## config.mk

```make
export PLATFORM = sky130hd
export DESIGN_NAME = reqq_top
export DESIGN_NICKNAME = d
export VERILOG_FILES = /design/src/rtl/reqq_pkg.sv /design/src/rtl/reqq_sync.sv /design/src/rtl/reqq_prescale.sv /design/src/rtl/reqq_chan.sv /design/src/rtl/reqq_top.sv
export SDC_FILE = /design/constraint.sdc
export NUM_CORES = 1
export LEC_CHECK = 0
export ABC_AREA = 0
export BUFFER_PORTS_ARGS = -buffer_cell sky130_fd_sc_hd__buf_2
export CORE_MARGIN = 10
export CORE_UTILIZATION = 40
export DETAILED_ROUTE_END_ITERATION = 16
export PLACE_DENSITY = 0.65
export SKIP_LAST_GASP = 1
export SLEW_MARGIN = 0
export SYNTH_ARGS = -nofsm -noshare
export SYNTH_HDL_FRONTEND = slang
export SYNTH_SLANG_ARGS = --single-unit
```

## constraint.sdc

```tcl
create_clock -name clk -period 2.4 [get_ports clk]
set_clock_uncertainty 0.15 [all_clocks]
set_input_delay 0.24 -clock clk [delete_from_list [all_inputs] [get_ports clk]]
set_output_delay 0.24 -clock clk [all_outputs]
set_load 0.1 [all_outputs]
```

## src/rtl/reqq_pkg.sv

```systemverilog
package reqq_pkg;
  typedef enum logic [1:0] {
    QM_EDGE   = 2'b00,
    QM_SLOW_A = 2'b01,
    QM_SLOW_B = 2'b10,
    QM_SLOW_C = 2'b11
  } qmode_e;

  localparam int unsigned MODE_W = 2;
  localparam int unsigned N_RATES = 3;
endpackage

```

## src/rtl/reqq_sync.sv

```systemverilog
module reqq_sync #(
  parameter int unsigned W = 3
) (
  input  logic         clk,
  input  logic         rst_n,
  input  logic [W-1:0] d_i,
  output logic [W-1:0] q_o
);
  logic [W-1:0] meta_q, stab_q;

  // Both stages reset to the idle (high) level of an active-low pin.
  always_ff @(posedge clk or negedge rst_n) begin
    if (!rst_n) begin
      meta_q <= '1;
      stab_q <= '1;
    end else begin
      meta_q <= d_i;
      stab_q <= meta_q;
    end
  end

  assign q_o = stab_q;
endmodule

```

## src/rtl/reqq_prescale.sv

```systemverilog
module reqq_prescale #(
  parameter int unsigned DIV_A = 8,
  parameter int unsigned DIV_B = 16,
  parameter int unsigned DIV_C = 128
) (
  input  logic                         clk,
  input  logic                         rst_n,
  output logic [reqq_pkg::N_RATES-1:0] stb_o
);
  localparam int unsigned PW = $clog2(DIV_C);
  localparam int unsigned DIVS [3] = '{DIV_A, DIV_B, DIV_C};

  logic [PW-1:0] cnt_q, cnt_d;

  always_comb cnt_d = cnt_q + PW'(1);

  always_ff @(posedge clk or negedge rst_n) begin
    if (!rst_n) cnt_q <= '0;
    else        cnt_q <= cnt_d;
  end

  // A rate strobes when its low bits are all ones, so the slower strobes
  // always land on the same cycle as a faster one.
  for (genvar g = 0; g < 3; g++) begin : g_rate
    localparam logic [PW-1:0] MASK = PW'(DIVS[g] - 1);
    assign stb_o[g] = ((cnt_q & MASK) == MASK);
  end

  p_nested_strobes_r3: assert property (@(posedge clk) disable iff (!rst_n)
    stb_o[2] |-> (stb_o[1] && stb_o[0]));
  p_strobe_spacing_r3: assert property (@(posedge clk) disable iff (!rst_n)
    stb_o[0] |=> !stb_o[0]);
endmodule

```

## src/rtl/reqq_chan.sv

```systemverilog
module reqq_chan
  import reqq_pkg::*;
#(
  parameter int unsigned RUN_LEN = 16
) (
  input  logic               clk,
  input  logic               rst_n,
  input  logic               lvl_i,
  input  logic [MODE_W-1:0]  mode_i,
  input  logic [N_RATES-1:0] stb_i,
  input  logic               clr_i,
  output logic               flag_o
);
  localparam int unsigned CW = $clog2(RUN_LEN + 1);
  localparam logic [CW-1:0] LAST = CW'(RUN_LEN - 1);
  localparam logic [CW-1:0] FULL = CW'(RUN_LEN);

  qmode_e        mode_q;
  logic          hist_q;
  logic [CW-1:0] cnt_q, cnt_d;
  logic          flag_q, flag_d;
  logic          mode_chg, sel_stb, edge_hit, filt_hit, acc, cnt_en;

  always_comb begin
    mode_chg = (mode_i != mode_q);
    unique case (mode_q)
      QM_SLOW_A: sel_stb = stb_i[0];
      QM_SLOW_B: sel_stb = stb_i[1];
      QM_SLOW_C: sel_stb = stb_i[2];
      default:   sel_stb = 1'b0;
    endcase
    edge_hit = (mode_q == QM_EDGE) && hist_q && !lvl_i && !mode_chg;
    filt_hit = (mode_q != QM_EDGE) && sel_stb && !lvl_i && (cnt_q == LAST) && !mode_chg;
    acc      = edge_hit || filt_hit;

    cnt_en = mode_chg || sel_stb || (mode_q == QM_EDGE);
    if (mode_chg || (mode_q == QM_EDGE) || lvl_i) cnt_d = '0;
    else if (cnt_q < FULL)                          cnt_d = cnt_q + CW'(1);
    else                                            cnt_d = cnt_q;

    if (acc)        flag_d = 1'b1;
    else if (clr_i) flag_d = 1'b0;
    else            flag_d = flag_q;
  end

  always_ff @(posedge clk or negedge rst_n) begin
    if (!rst_n) begin
      mode_q <= QM_EDGE;
      hist_q <= 1'b1;
      cnt_q  <= '0;
      flag_q <= 1'b0;
    end else begin
      mode_q <= qmode_e'(mode_i);
      hist_q <= lvl_i;
      if (cnt_en) cnt_q <= cnt_d;
      flag_q <= flag_d;
    end
  end

  assign flag_o = flag_q;

  p_cnt_bound_r5: assert property (@(posedge clk) disable iff (!rst_n)
    cnt_q <= FULL);
  p_high_restarts_r4: assert property (@(posedge clk) disable iff (!rst_n)
    (sel_stb && lvl_i) |=> (cnt_q == '0));
  p_mode_chg_r8: assert property (@(posedge clk) disable iff (!rst_n)
    mode_chg |-> !acc);
  p_mode_chg_cnt_r8: assert property (@(posedge clk) disable iff (!rst_n)
    mode_chg |=> (cnt_q == '0));
  p_sticky_r6: assert property (@(posedge clk) disable iff (!rst_n)
    (flag_o && !clr_i) |=> flag_o);
  p_clear_r6: assert property (@(posedge clk) disable iff (!rst_n)
    (clr_i && !acc) |=> !flag_o);
  p_set_wins_r7: assert property (@(posedge clk) disable iff (!rst_n)
    acc |=> flag_o);
  p_edge_low_r2: assert property (@(posedge clk) disable iff (!rst_n)
    (acc && (mode_q == QM_EDGE)) |-> !lvl_i);
endmodule

```

## src/rtl/reqq_top.sv

```systemverilog
module reqq_top
  import reqq_pkg::*;
#(
  parameter int unsigned NCH     = 3,
  parameter int unsigned RUN_LEN = 16,
  parameter int unsigned DIV_A   = 8,
  parameter int unsigned DIV_B   = 16,
  parameter int unsigned DIV_C   = 128
) (
  input  logic              clk,
  input  logic              rst_n,
  input  logic [NCH-1:0]    req_n_i,
  input  logic [2*NCH-1:0]  mode_i,
  input  logic [NCH-1:0]    clr_i,
  output logic [NCH-1:0]    flag_o
);
  logic [1:0]         rst_sync_q;
  logic               rst_int_n;
  logic [NCH-1:0]     lvl;
  logic [N_RATES-1:0] stb;

  // Asynchronous assertion, release aligned to the clock.
  always_ff @(posedge clk or negedge rst_n) begin
    if (!rst_n) rst_sync_q <= 2'b00;
    else        rst_sync_q <= {rst_sync_q[0], 1'b1};
  end
  assign rst_int_n = rst_sync_q[1];

  reqq_sync #(.W(NCH)) u_sync (
    .clk(clk), .rst_n(rst_int_n), .d_i(req_n_i), .q_o(lvl)
  );

  reqq_prescale #(.DIV_A(DIV_A), .DIV_B(DIV_B), .DIV_C(DIV_C)) u_pre (
    .clk(clk), .rst_n(rst_int_n), .stb_o(stb)
  );

  for (genvar c = 0; c < NCH; c++) begin : g_ch
    reqq_chan #(.RUN_LEN(RUN_LEN)) u_ch (
      .clk    (clk),
      .rst_n  (rst_int_n),
      .lvl_i  (lvl[c]),
      .mode_i (mode_i[MODE_W*c +: MODE_W]),
      .stb_i  (stb),
      .clr_i  (clr_i[c]),
      .flag_o (flag_o[c])
    );
  end

  p_reset_flags_r9: assert property (@(posedge clk)
    !rst_int_n |=> (flag_o == '0));
endmodule

```

# Word level (Yosys, flattened, before mapping)
# Index checks and enable logic that the tools add are counted.
# classes
add_sub_neg	4
reduce_logical	57
muxes	15
eq_ne	18
magnitude_cmp	3
# op_table
cell	n
two-way mux 5 bit	6
logical AND 1 bit	21
nonzero test 2 bit	9
adder 5 x 1 -> 5 bit (second input constant)	3
equality test 5 x 4 -> 1 bit (second input constant)	3
logical OR 1 bit	15
< comparator 5 bit (second input constant)	3
equality test 2 bit (second input constant)	6
case mux 1 bit (3 select lines)	3
adder 7 x 1 -> 7 bit (second input constant)	1
equality test 7 bit (second input constant)	1
equality test 2 x 1 -> 1 bit (second input constant)	3
zero test 1 bit	6
zero test 2 bit	3
two-way mux 1 bit	6
!= test 2 bit	3
AND reduction 2 bit	3
equality test 4 bit (second input constant)	1
equality test 3 bit (second input constant)	1
# word_totals
word_cells	113
out_inout_bits	3
ff_bits	42
in_bits	14

# Longest topological paths before layout
# Gate-level depths: netlist (run 1).
# depth
ltp_word	8
ltp_mapped	7

# Modules after synthesis
# A second synthesis (run 1) with hierarchy kept.
# hier_totals
cells_unflattened	175
hier_area_um2	1965.6
# by_module_without_submodules
module	n_inst	seq_area_each_um2	area_each_um2	cells_per_inst
reqq_chan	3	226.5	490.5	48
reqq_prescale	1	175.2	282.8	22
reqq_sync	1	157.7	157.7	6
reqq_top	1	50.0	53.8	3

# Least setup slack after synthesis (run 1)
# Ideal clock, no wire load.
# synth_path
kind	register to register
start	reg u_pre.cnt_q[0]
end	reg g_ch[0].u_ch.cnt_q[1]
path_slack_ns	0.615
n_path_buf	1
period_less_slack_ns	1.785
t_required_ns	2.168
path_stages_with_launch	7
arrival_ns	1.552
cell_sequence	dfrtp_1 -> ha_1 -> ha_1 -> nand2b_1 -> clkbuf_1 -> a2111o_1 -> o22ai_1
# synth_via
elab_chain_cells	5
# synth_lines
item	line	text
from (decl)	reqq_prescale.sv:13	logic [PW-1:0] cnt_q, cnt_d;
from (signal assigned)	reqq_prescale.sv:19	else cnt_q <= cnt_d;
equality test 7 bit (tied with other cells)	reqq_prescale.sv:26	assign stb_o[g] = ((cnt_q & MASK) == MASK);
case mux 1 bit (3 select lines) (*)	reqq_chan.sv:26	unique case (mode_q)
logical OR 1 bit (*) (2 in series)	reqq_chan.sv:36	cnt_en = mode_chg || sel_stb || (mode_q == QM_EDGE);
AND reduction 2 bit (no source line) (*)	n/a	
to (signal assigned)	reqq_chan.sv:55	if (cnt_en) cnt_q <= cnt_d;
to (decl)	reqq_chan.sv:20	logic [CW-1:0] cnt_q, cnt_d;
# Every way passes the cells marked *; elsewhere a longest branch is shown, timed or not.
# A chain may end at the register's enable or synchronous reset.

# Final worst setup path (run 1)
# Ends and elaborated chain as after synthesis.

==> results of run 1 <==
==> power groups by stage <==
stage / logic (mW) / registers, mW / clock network (mW)
2_1_floorplan: 0.0662 / 0.764 / 0
3_3_place_gp: 0.0982 / 0.763 / 0
3_5_place_dp: 0.0987 / 0.763 / 0
4_1_cts: 0.115 / 0.750 / 0.471
5_1_grt: 0.127 / 0.753 / 0.498
6_report: 0.113 / 0.750 / 0.459
==> logic make-up after synthesis <==
group | after synthesis | share of synthesized area, %
XOR/XNOR | 7 | 2.93
adder cells (fa/ha/maj) | 8 | 4.79
flip-flops | 42 | 50.8
multiplexers | 1 | 0.479
AND/OR/NAND/NOR | 58 | 15.9
AO/OA/AOI/OAI | 60 | 20.4
buffers and inverters | 21 | 4.49
other | 1 | 0.179
==> worst max path at each step <==
stage	start	endpoint	slack, ns	cells after the start
after floorplan	u_pre.cnt_q[0]	g_ch[0].u_ch.cnt_q[1]	0.62	6
after global placement	u_pre.cnt_q[0]	g_ch[0].u_ch.cnt_q[1]	0.50	5
after detailed placement	u_pre.cnt_q[0]	g_ch[0].u_ch.cnt_q[1]	0.45	5
after CTS	u_pre.cnt_q[0]	g_ch[0].u_ch.cnt_q[1]	0.42	5
after global routing	u_pre.cnt_q[0]	g_ch[0].u_ch.cnt_q[1]	0.25	5
final	u_pre.cnt_q[0]	g_ch[0].u_ch.cnt_q[1]	0.41	5
==> state kept, by name (all words and copies together) (netlist names) <==
register	flops
g_ch.u_ch.cnt_q	15
g_ch.u_ch.flag_o	3
g_ch.u_ch.hist_q	3
g_ch.u_ch.mode_q	6
rst_sync_q	2
u_pre.cnt_q	7
u_sync.meta_q	3
u_sync.q_o	3
==> layer usage <==
| metal | vias to the layer above | share of wire (%) | track usage, % |
|---|---|---|---|
| li1 | 788 | - | - |
| met1 | 759 | 48 | 11.7 |
| met2 | 21 | 47 | 15.9 |
| met3 | 9 | 2.9 | 3.26 |
| met4 | 0 | 2.0 | 4.63 |
| met5 | - | 0 | 0 |
==> worst max-delay path, stage by stage (launching register included) <==
cell	delay, ns
sky130_fd_sc_hd__dfrtp_1	0.37
sky130_fd_sc_hd__ha_1	0.29
sky130_fd_sc_hd__ha_1	0.29
sky130_fd_sc_hd__nand2b_1	0.20
sky130_fd_sc_hd__a2111o_1	0.45
sky130_fd_sc_hd__o22ai_1	0.16
==> metrics by stage <==
step                      cell area [um^2]  hold slack (ns)  setup slack, ns
after CTS                             2440           0.0814            0.418
after detailed placement              2220           -0.122            0.449
final                                 2440           0.0895            0.413
after global routing                  2440            0.103            0.250
after floorplan                       2090           -0.206            0.615
after global placement                2220           -0.126            0.502
==> Yosys cell counts, types with 2 or more instances <==
library cell | n | area, um^2
sky130_fd_sc_hd__a21o_1 | 3 | 22.5
sky130_fd_sc_hd__a21oi_1 | 14 | 70.1
sky130_fd_sc_hd__a221oi_1 | 2 | 17.5
sky130_fd_sc_hd__a22oi_1 | 2 | 15.0
sky130_fd_sc_hd__a31oi_1 | 4 | 25.0
sky130_fd_sc_hd__a32o_1 | 2 | 20.0
sky130_fd_sc_hd__a32oi_1 | 2 | 17.5
sky130_fd_sc_hd__and3_1 | 5 | 31.3
sky130_fd_sc_hd__buf_2 | 3 | 15.0
sky130_fd_sc_hd__buf_4 | 3 | 22.5
sky130_fd_sc_hd__dfrtp_1 | 33 | 826
sky130_fd_sc_hd__dfstp_2 | 9 | 236
sky130_fd_sc_hd__ha_1 | 8 | 100
sky130_fd_sc_hd__inv_1 | 14 | 52.6
sky130_fd_sc_hd__nand2_1 | 15 | 56.3
sky130_fd_sc_hd__nand2b_1 | 5 | 31.3
sky130_fd_sc_hd__nand3_1 | 5 | 25.0
sky130_fd_sc_hd__nand3b_1 | 4 | 30.0
sky130_fd_sc_hd__nand4_1 | 5 | 31.3
sky130_fd_sc_hd__nand4b_1 | 2 | 17.5
sky130_fd_sc_hd__nor2_1 | 8 | 30.0
sky130_fd_sc_hd__o21ai_0 | 6 | 30.0
sky130_fd_sc_hd__o22ai_1 | 6 | 37.5
sky130_fd_sc_hd__o32ai_1 | 5 | 43.8
sky130_fd_sc_hd__xnor2_1 | 3 | 26.3
sky130_fd_sc_hd__xor2_1 | 4 | 35.0
==> final cells by class <==
type | instances | share of cell area, %
clock buffers | 6 | 2.97
repair buffers | 30 | 8.92
well taps | 70 | 3.59
inverters | 14 | 2.15
flip-flops and latches | 42 | 43.5
multi-input cells | 135 | 38.3
clock inverters | 2 | 0.564
==> repair_timing <==
action / 4_1_cts / 5_1_grt
resized for setup: 0 / 0
hold buffers: 13 / 0
endpoints found under the hold margin: 14 / 0
==> impl_summary.log, run 1 <==
INFO  metric ir_drop = between 200 and 250 uV
INFO  metric worst_slew_pin_slew = 0.506 ns
INFO  metric rows = 26
INFO  metric die_w = between 90 and 100 um
INFO  metric die_y = 92.3 um
INFO  metric max_slew_margin = 66.1%
INFO  metric crit_path_start_kind = flip-flop
INFO  metric detail_route.vias_per_cell = approximately 5.3
INFO  metric placement.io_buffers = 16
INFO  metric ys_ff_latch = 42
INFO  metric routed_wire_length_per_instance = 13.4 um
INFO  metric yosysWarningCount = 0
INFO  metric reg2reg_slack = ~0.41 ns
INFO  metric layout.cells.non_filler = 299
INFO  metric crit_type = reg2reg
INFO  metric ant_diodes = 0
INFO  metric mean_syn_cell_area = 10.6 um^2
INFO  metric static-leakage-power = 1.02 nW
INFO  metric pwr_density_cell = 542 nW/um^2
INFO  metric cts_tree = built
INFO  metric totalWireLength = 4000 um
INFO  metric first_global_vias = 1577
INFO  metric postSynthCellCount = 198
INFO  metric grt_setup_unrepaired = false
INFO  metric synth-edff-count = 0
INFO  metric grt_start_max_net_pins = 41
INFO  metric initial_core_util = ~41%
INFO  metric post-route-util = 48.1%
INFO  metric timing_hold_violations_final = 0
INFO  metric synth_ff_type = sky130_fd_sc_hd__dfrtp_1
INFO  metric min_period_over_period = about 83%
INFO  metric seqCellArea = between 1000 and 1500 um^2
INFO  metric post_cts_buffers = 0
INFO  metric grt_util_all_layers = 9.91%
INFO  metric cts.reportedPaths.clkPinSlew = approximately 0.08 ns
INFO  metric layout-drive-gt1-share = approximately 17%
INFO  metric maxClockFrequency = roughly 500 MHz
INFO  metric p_switching = 0.337 mW
INFO  metric route.detailed.drc = 0
INFO  metric critPathRequiredTime = 2.47 ns
INFO  metric rr_endpoint = g_ch[0].u_ch.cnt_q[1]
INFO  metric dpl.cell_count = 278
INFO  metric cts_made_buffers = 5
INFO  metric drt_first_pass_iters = 4
INFO  metric clk_root_buffer_cell = sky130_fd_sc_hd__clkbuf_8
INFO  metric coreArea = 5070 um^2
INFO  metric timing.hold.worst.class = in2async
INFO  metric pwr-share-comb = 8.6%
INFO  metric reg2reg_depth = 5
INFO  metric mappedNetlistArea = 2090 um^2
INFO  metric slew_viol_final = 0
INFO  metric ioPinCount = 17
INFO  metric h_tree_levels = 2
INFO  metric synth_sequential_area_ratio = 50.8%
INFO  metric finalSetupViolations = 0
INFO  metric ys_types = between 50 and 60
INFO  metric syn2layout_area_growth = 16.8%
INFO  metric clock_latency = 0.30 ns
INFO  metric cts_max_path_buffers = 2
INFO  metric grt_remaining_overflow = 0
INFO  metric totalPowerFinal = around 1.3 mW
INFO  metric max-cap-violations = 0
INFO  metric result_of_the_run = completed
INFO  metric grt_antenna_before_repair = 0
INFO  metric cts_sink_count = 42
INFO  metric hpwl_after_detailed_placement = 2770 um
INFO  metric place.gp.congestion = 0.878
INFO  metric final_min_period = about 2 ns
INFO  metric r2r_start = u_pre.cnt_q[0]
INFO  metric most_frequent_cells_in_the_layout = 33 x sky130_fd_sc_hd__dfrtp_1, 16 x sky130_fd_sc_hd__buf_2, 15 x sky130_fd_sc_hd__nand2_1, 14 x sky130_fd_sc_hd__inv_1, 14 x sky130_fd_sc_hd__a21oi_1
INFO  metric mostFrequentLayoutCell = sky130_fd_sc_hd__dfrtp_1
INFO  metric synthesis.nets = 220
INFO  metric timing.critical_path.arrival = 2.06 ns
INFO  metric first_iter_violations = 51
INFO  metric floorplan.die_area = 8510 um^2
INFO  metric cp-end-kind = flip-flop
INFO  metric wire_length_of_the_first_global_routing_pass = 7110 um
INFO  metric p_sw_share = 25.5%
INFO  metric asyncSetResetFlopFracSynth = 100%
INFO  metric worstPathMaxFanout = 8
INFO  metric postRouteAntennaNets = 0
INFO  metric finish.net_count = 250
INFO  metric clock_power_share = 34.7%
INFO  metric power_frac_seq = between 50% and 60%
INFO  metric cellInternalPower = between 0.9 and 1 mW
INFO  metric area_taken_by_multi_input_logic_gates = approximately 930 um^2
INFO  metric fill_cells = 493
INFO  metric dr_total_vias = 1577
INFO  metric finalSetupTns = 0 ns
Power figures use the tool's default switching activity.
==> inputs of run 2 (changes only) <==
==> constraint.sdc (replaced) <==
create_clock -name clk -period 1.88 [get_ports clk]
set_clock_uncertainty 0.15 [all_clocks]
set_input_delay 0.188 -clock clk [delete_from_list [all_inputs] [get_ports clk]]
set_output_delay 0.188 -clock clk [all_outputs]
set_load 0.1 [all_outputs]
==> run 2 against run 1 <==
Compared with the run above:
- final area rose by 3.9%
- clock power grew 51%
- hold slack lost 0.034 ns
- global-route usage hardly changed
- register-to-register slack got worse by 0.31 ns
- die area stayed put
- setup slack worse by 0.34 ns
- critical path depth grew 1
- sequential cell count did not move
- sequential power increased by 27%
- power grew 36%
- largest power group unchanged
==> impl_summary.log, run 2 (synthesis gave the netlist of run 1 again) <==
INFO  metric pre_cts_ws = -0.0353 ns (was 0.449 ns)
INFO  metric drt_first_pass_iters = 4 (unchanged)
INFO  metric first_global_vias = 1549 (was 1577)
INFO  metric placement.cell_area = 2260 um^2 (was 2220 um^2)
INFO  metric post-route-util = 50.0% (was 48.1%)
INFO  metric wire_length_of_the_first_global_routing_pass = 7020 um (was 7110 um)
INFO  metric grt_remaining_overflow = 0 (unchanged)
INFO  metric die_y = 92.3 um (unchanged)
INFO  metric clock_latency = 0.29 ns (was 0.30 ns)
INFO  metric worstPathMaxFanout = 6 (was 8)
INFO  metric cp_slowest_cell = sky130_fd_sc_hd__dlygate4sd3_1 (was sky130_fd_sc_hd__a2111o_1)
INFO  metric timing_hold_violations_final = 0 (unchanged)
INFO  metric crit_path_start_kind = primary input (was flip-flop)
INFO  metric crit_buf_inv = 2 (was 0)
INFO  metric reg_top3 = g_ch.u_ch.cnt_q x15, u_pre.cnt_q x7, g_ch.u_ch.mode_q x6 (unchanged)
INFO  metric design_area = 2530 um^2 (was 2440 um^2)
INFO  metric slew_viol_final = 0 (unchanged)
INFO  metric grt_setup_unrepaired = true (was false)
INFO  metric floorplan.die_area = 8510 um^2 (unchanged)
INFO  metric maxClockFrequency = 554 MHz
INFO  metric grt_antenna_before_repair = 0 (unchanged)
INFO  metric most_frequent_cells_in_the_layout = 33 x sky130_fd_sc_hd__dfrtp_1, 16 x sky130_fd_sc_hd__buf_2, 15 x sky130_fd_sc_hd__nand2_1, 14 x sky130_fd_sc_hd__inv_1, 14 x sky130_fd_sc_hd__a21oi_1 (unchanged)
INFO  metric totalPowerFinal = 1.80 mW (was 1.32 mW)
INFO  metric timing.critical_path.arrival = 1.83 ns (was 2.06 ns)
INFO  metric timing.hold.worst.class = in2async (unchanged)
INFO  metric syn2layout_area_growth = 21.3% (was 16.8%)
INFO  metric routed_wire_length_per_instance = 13.5 um (was 13.4 um)
INFO  metric cellInternalPower = 1.40 mW (was 0.985 mW)
INFO  metric min_period_over_period = 96.0%
INFO  metric placement.io_buffers = 16 (unchanged)
INFO  metric worst_slack = 0.0756 ns (was 0.413 ns)
INFO  metric pwr-share-comb = 8.4% (was 8.6%)
INFO  metric dr_total_vias = 1599 (was 1577)
INFO  metric place.gp.congestion = 0.890 (was 0.878)
INFO  metric layout-drive-gt1-share = 20.9% (was 17.5%)
INFO  metric critical-path-top-delay-family = buffers and inverters (was compound AO/OA/AOI/OAI gates)
INFO  metric cts_made_buffers = 5 (unchanged)
INFO  metric first_iter_violations = 104 (was 51)
INFO  metric finish.net_count = 256 (was 250)
INFO  metric die_w = 92.3 um (unchanged)
INFO  metric grt_start_max_net_pins = 41 (unchanged)
INFO  metric route.detailed.drc = 0 (unchanged)
INFO  metric postRouteAntennaNets = 0 (unchanged)
INFO  metric p_switching = 0.402 mW (was 0.337 mW)
INFO  metric crit_type = in2reg (was reg2reg)
INFO  metric fin_hold_ws = 0.0551 ns (was 0.0895 ns)
INFO  metric power_frac_seq = 53.1% (was 56.7%)
INFO  metric number_of_flip_flops_in_the_largest_register = 15 (unchanged)
INFO  metric ant_diodes = 0 (unchanged)
INFO  metric cp-end-kind = flip-flop (unchanged)
INFO  metric max-cap-violations = 0 (unchanged)
INFO  metric max_stage_delay = 0.53 ns (was 0.45 ns)
INFO  metric finalSetupViolations = 0 (unchanged)
INFO  metric hpwl_after_detailed_placement = 2870 um (was 2770 um)
INFO  metric clock_power_share = 38.4% (was 34.7%)
INFO  metric initial_core_util = 41.2% (unchanged)
INFO  metric most_flop_heavy_register = g_ch.u_ch.cnt_q (unchanged)
INFO  metric grt_util_all_layers = 9.94% (was 9.91%)
INFO  metric ir_drop = 516 uV (was 231 uV)
INFO  metric static-leakage-power = 1.05 nW (was 1.02 nW)
INFO  metric h_tree_levels = 2 (unchanged)
INFO  metric ioPinCount = 17 (unchanged)
INFO  metric final_min_period = ~1.8 ns
INFO  metric clk_root_buffer_cell = sky130_fd_sc_hd__clkbuf_8 (unchanged)
INFO  metric detail_route.vias_per_cell = 5.24 (was 5.27)
INFO  metric rows = 26 (unchanged)
INFO  metric coreArea = 5070 um^2 (unchanged)
INFO  metric cts.reportedPaths.clkPinSlew = 0.07 ns (was 0.08 ns)
INFO  metric totalWireLength = 4110 um (was 4000 um)
INFO  metric crit_path_cell_trace = dlygate4sd3_1 > buf_2 > xor2_2 > o21ai_1 > nand3_1 > a32o_1 (was ha_1 > ha_1 > nand2b_1 > a2111o_1 > o22ai_1)
INFO  metric mostFrequentLayoutCell = sky130_fd_sc_hd__dfrtp_1 (unchanged)
INFO  metric cts_max_path_buffers = 2 (unchanged)
INFO  metric critPathRequiredTime = 1.91 ns (was 2.47 ns)
INFO  metric result_of_the_run = completed (unchanged)
INFO  metric pwr_density_cell = 710 nW/um^2 (was 542 nW/um^2)
INFO  metric cts_sink_count = 42 (unchanged)
INFO  metric cts_tree = built (unchanged)
INFO  metric p_sw_share = 22.4% (was 25.5%)
[run 2: path summary, 6_finish.rpt]
| kind | to | slack [ns] | from | cells after the start |
|---|---|---|---|---|
| worst max register to register | g_ch[0].u_ch.cnt_q[1] | 0.10 | u_pre.cnt_q[0] | 5 |
| worst min-delay path | rst_sync_q[1] | 0.06 | rst_n | 2 |
| worst min register to register | g_ch[2].u_ch.cnt_q[3] | 0.15 | rst_sync_q[1] | 1 |
| max in group asynchronous | u_sync.q_o[1] | 1.06 | rst_sync_q[1] | 1 |
| min in group clk | rst_sync_q[1] | 0.21 | rst_sync_q[0] | 0 |
| worst max-delay path | g_ch[0].u_ch.cnt_q[3] | 0.08 | mode_i[1] | 6 |
[run 2: metal layers]
metal	vias up	track usage, %	share of wire (%)
met4	0	3.98	1.4
met5	-	0	0
met1	775	11.8	48
met3	8	3.10	3.3
met2	15	16.3	47
li1	801	-	-
[run 2: cell type report]
class / count / area (um^2)
clock buffers: 7 / 76.3
clock inverters: 1 / 30.0
fillers: 482 / 2540
inverters: 14 / 52.6
multi-input cells: 135 / 963
flip-flops and latches: 42 / 1060
well taps: 70 / 87.6
repair buffers: 36 / 263
[run 2: power by group through the flow]
stage,Clock (mW),Combinational (mW),Sequential [mW]
floorplan,0,0.0846,0.976
global placement,0,0.130,0.973
detailed placement,0,0.130,0.973
CTS,0.716,0.151,0.956
global route,0.752,0.169,0.961
finish,0.692,0.152,0.956
[run 2: repair_timing]
item                                   in CTS  in global routing
setup endpoints to repair                   3                  6
buffers inserted                            0                  1
gates resized for setup                     2                  3
endpoints found under the hold margin      14                  0
gates cloned                                0                  0
hold buffers                               13                  0
pin swaps                                   0                  0
[run 2: per-stage QoR]
stage,TNS [ns],cells
after floorplan,0,198
after global placement,0,283
after detailed placement,-0.0388,283
after CTS,0,304
after global routing,-0.00700,305
final,0,305
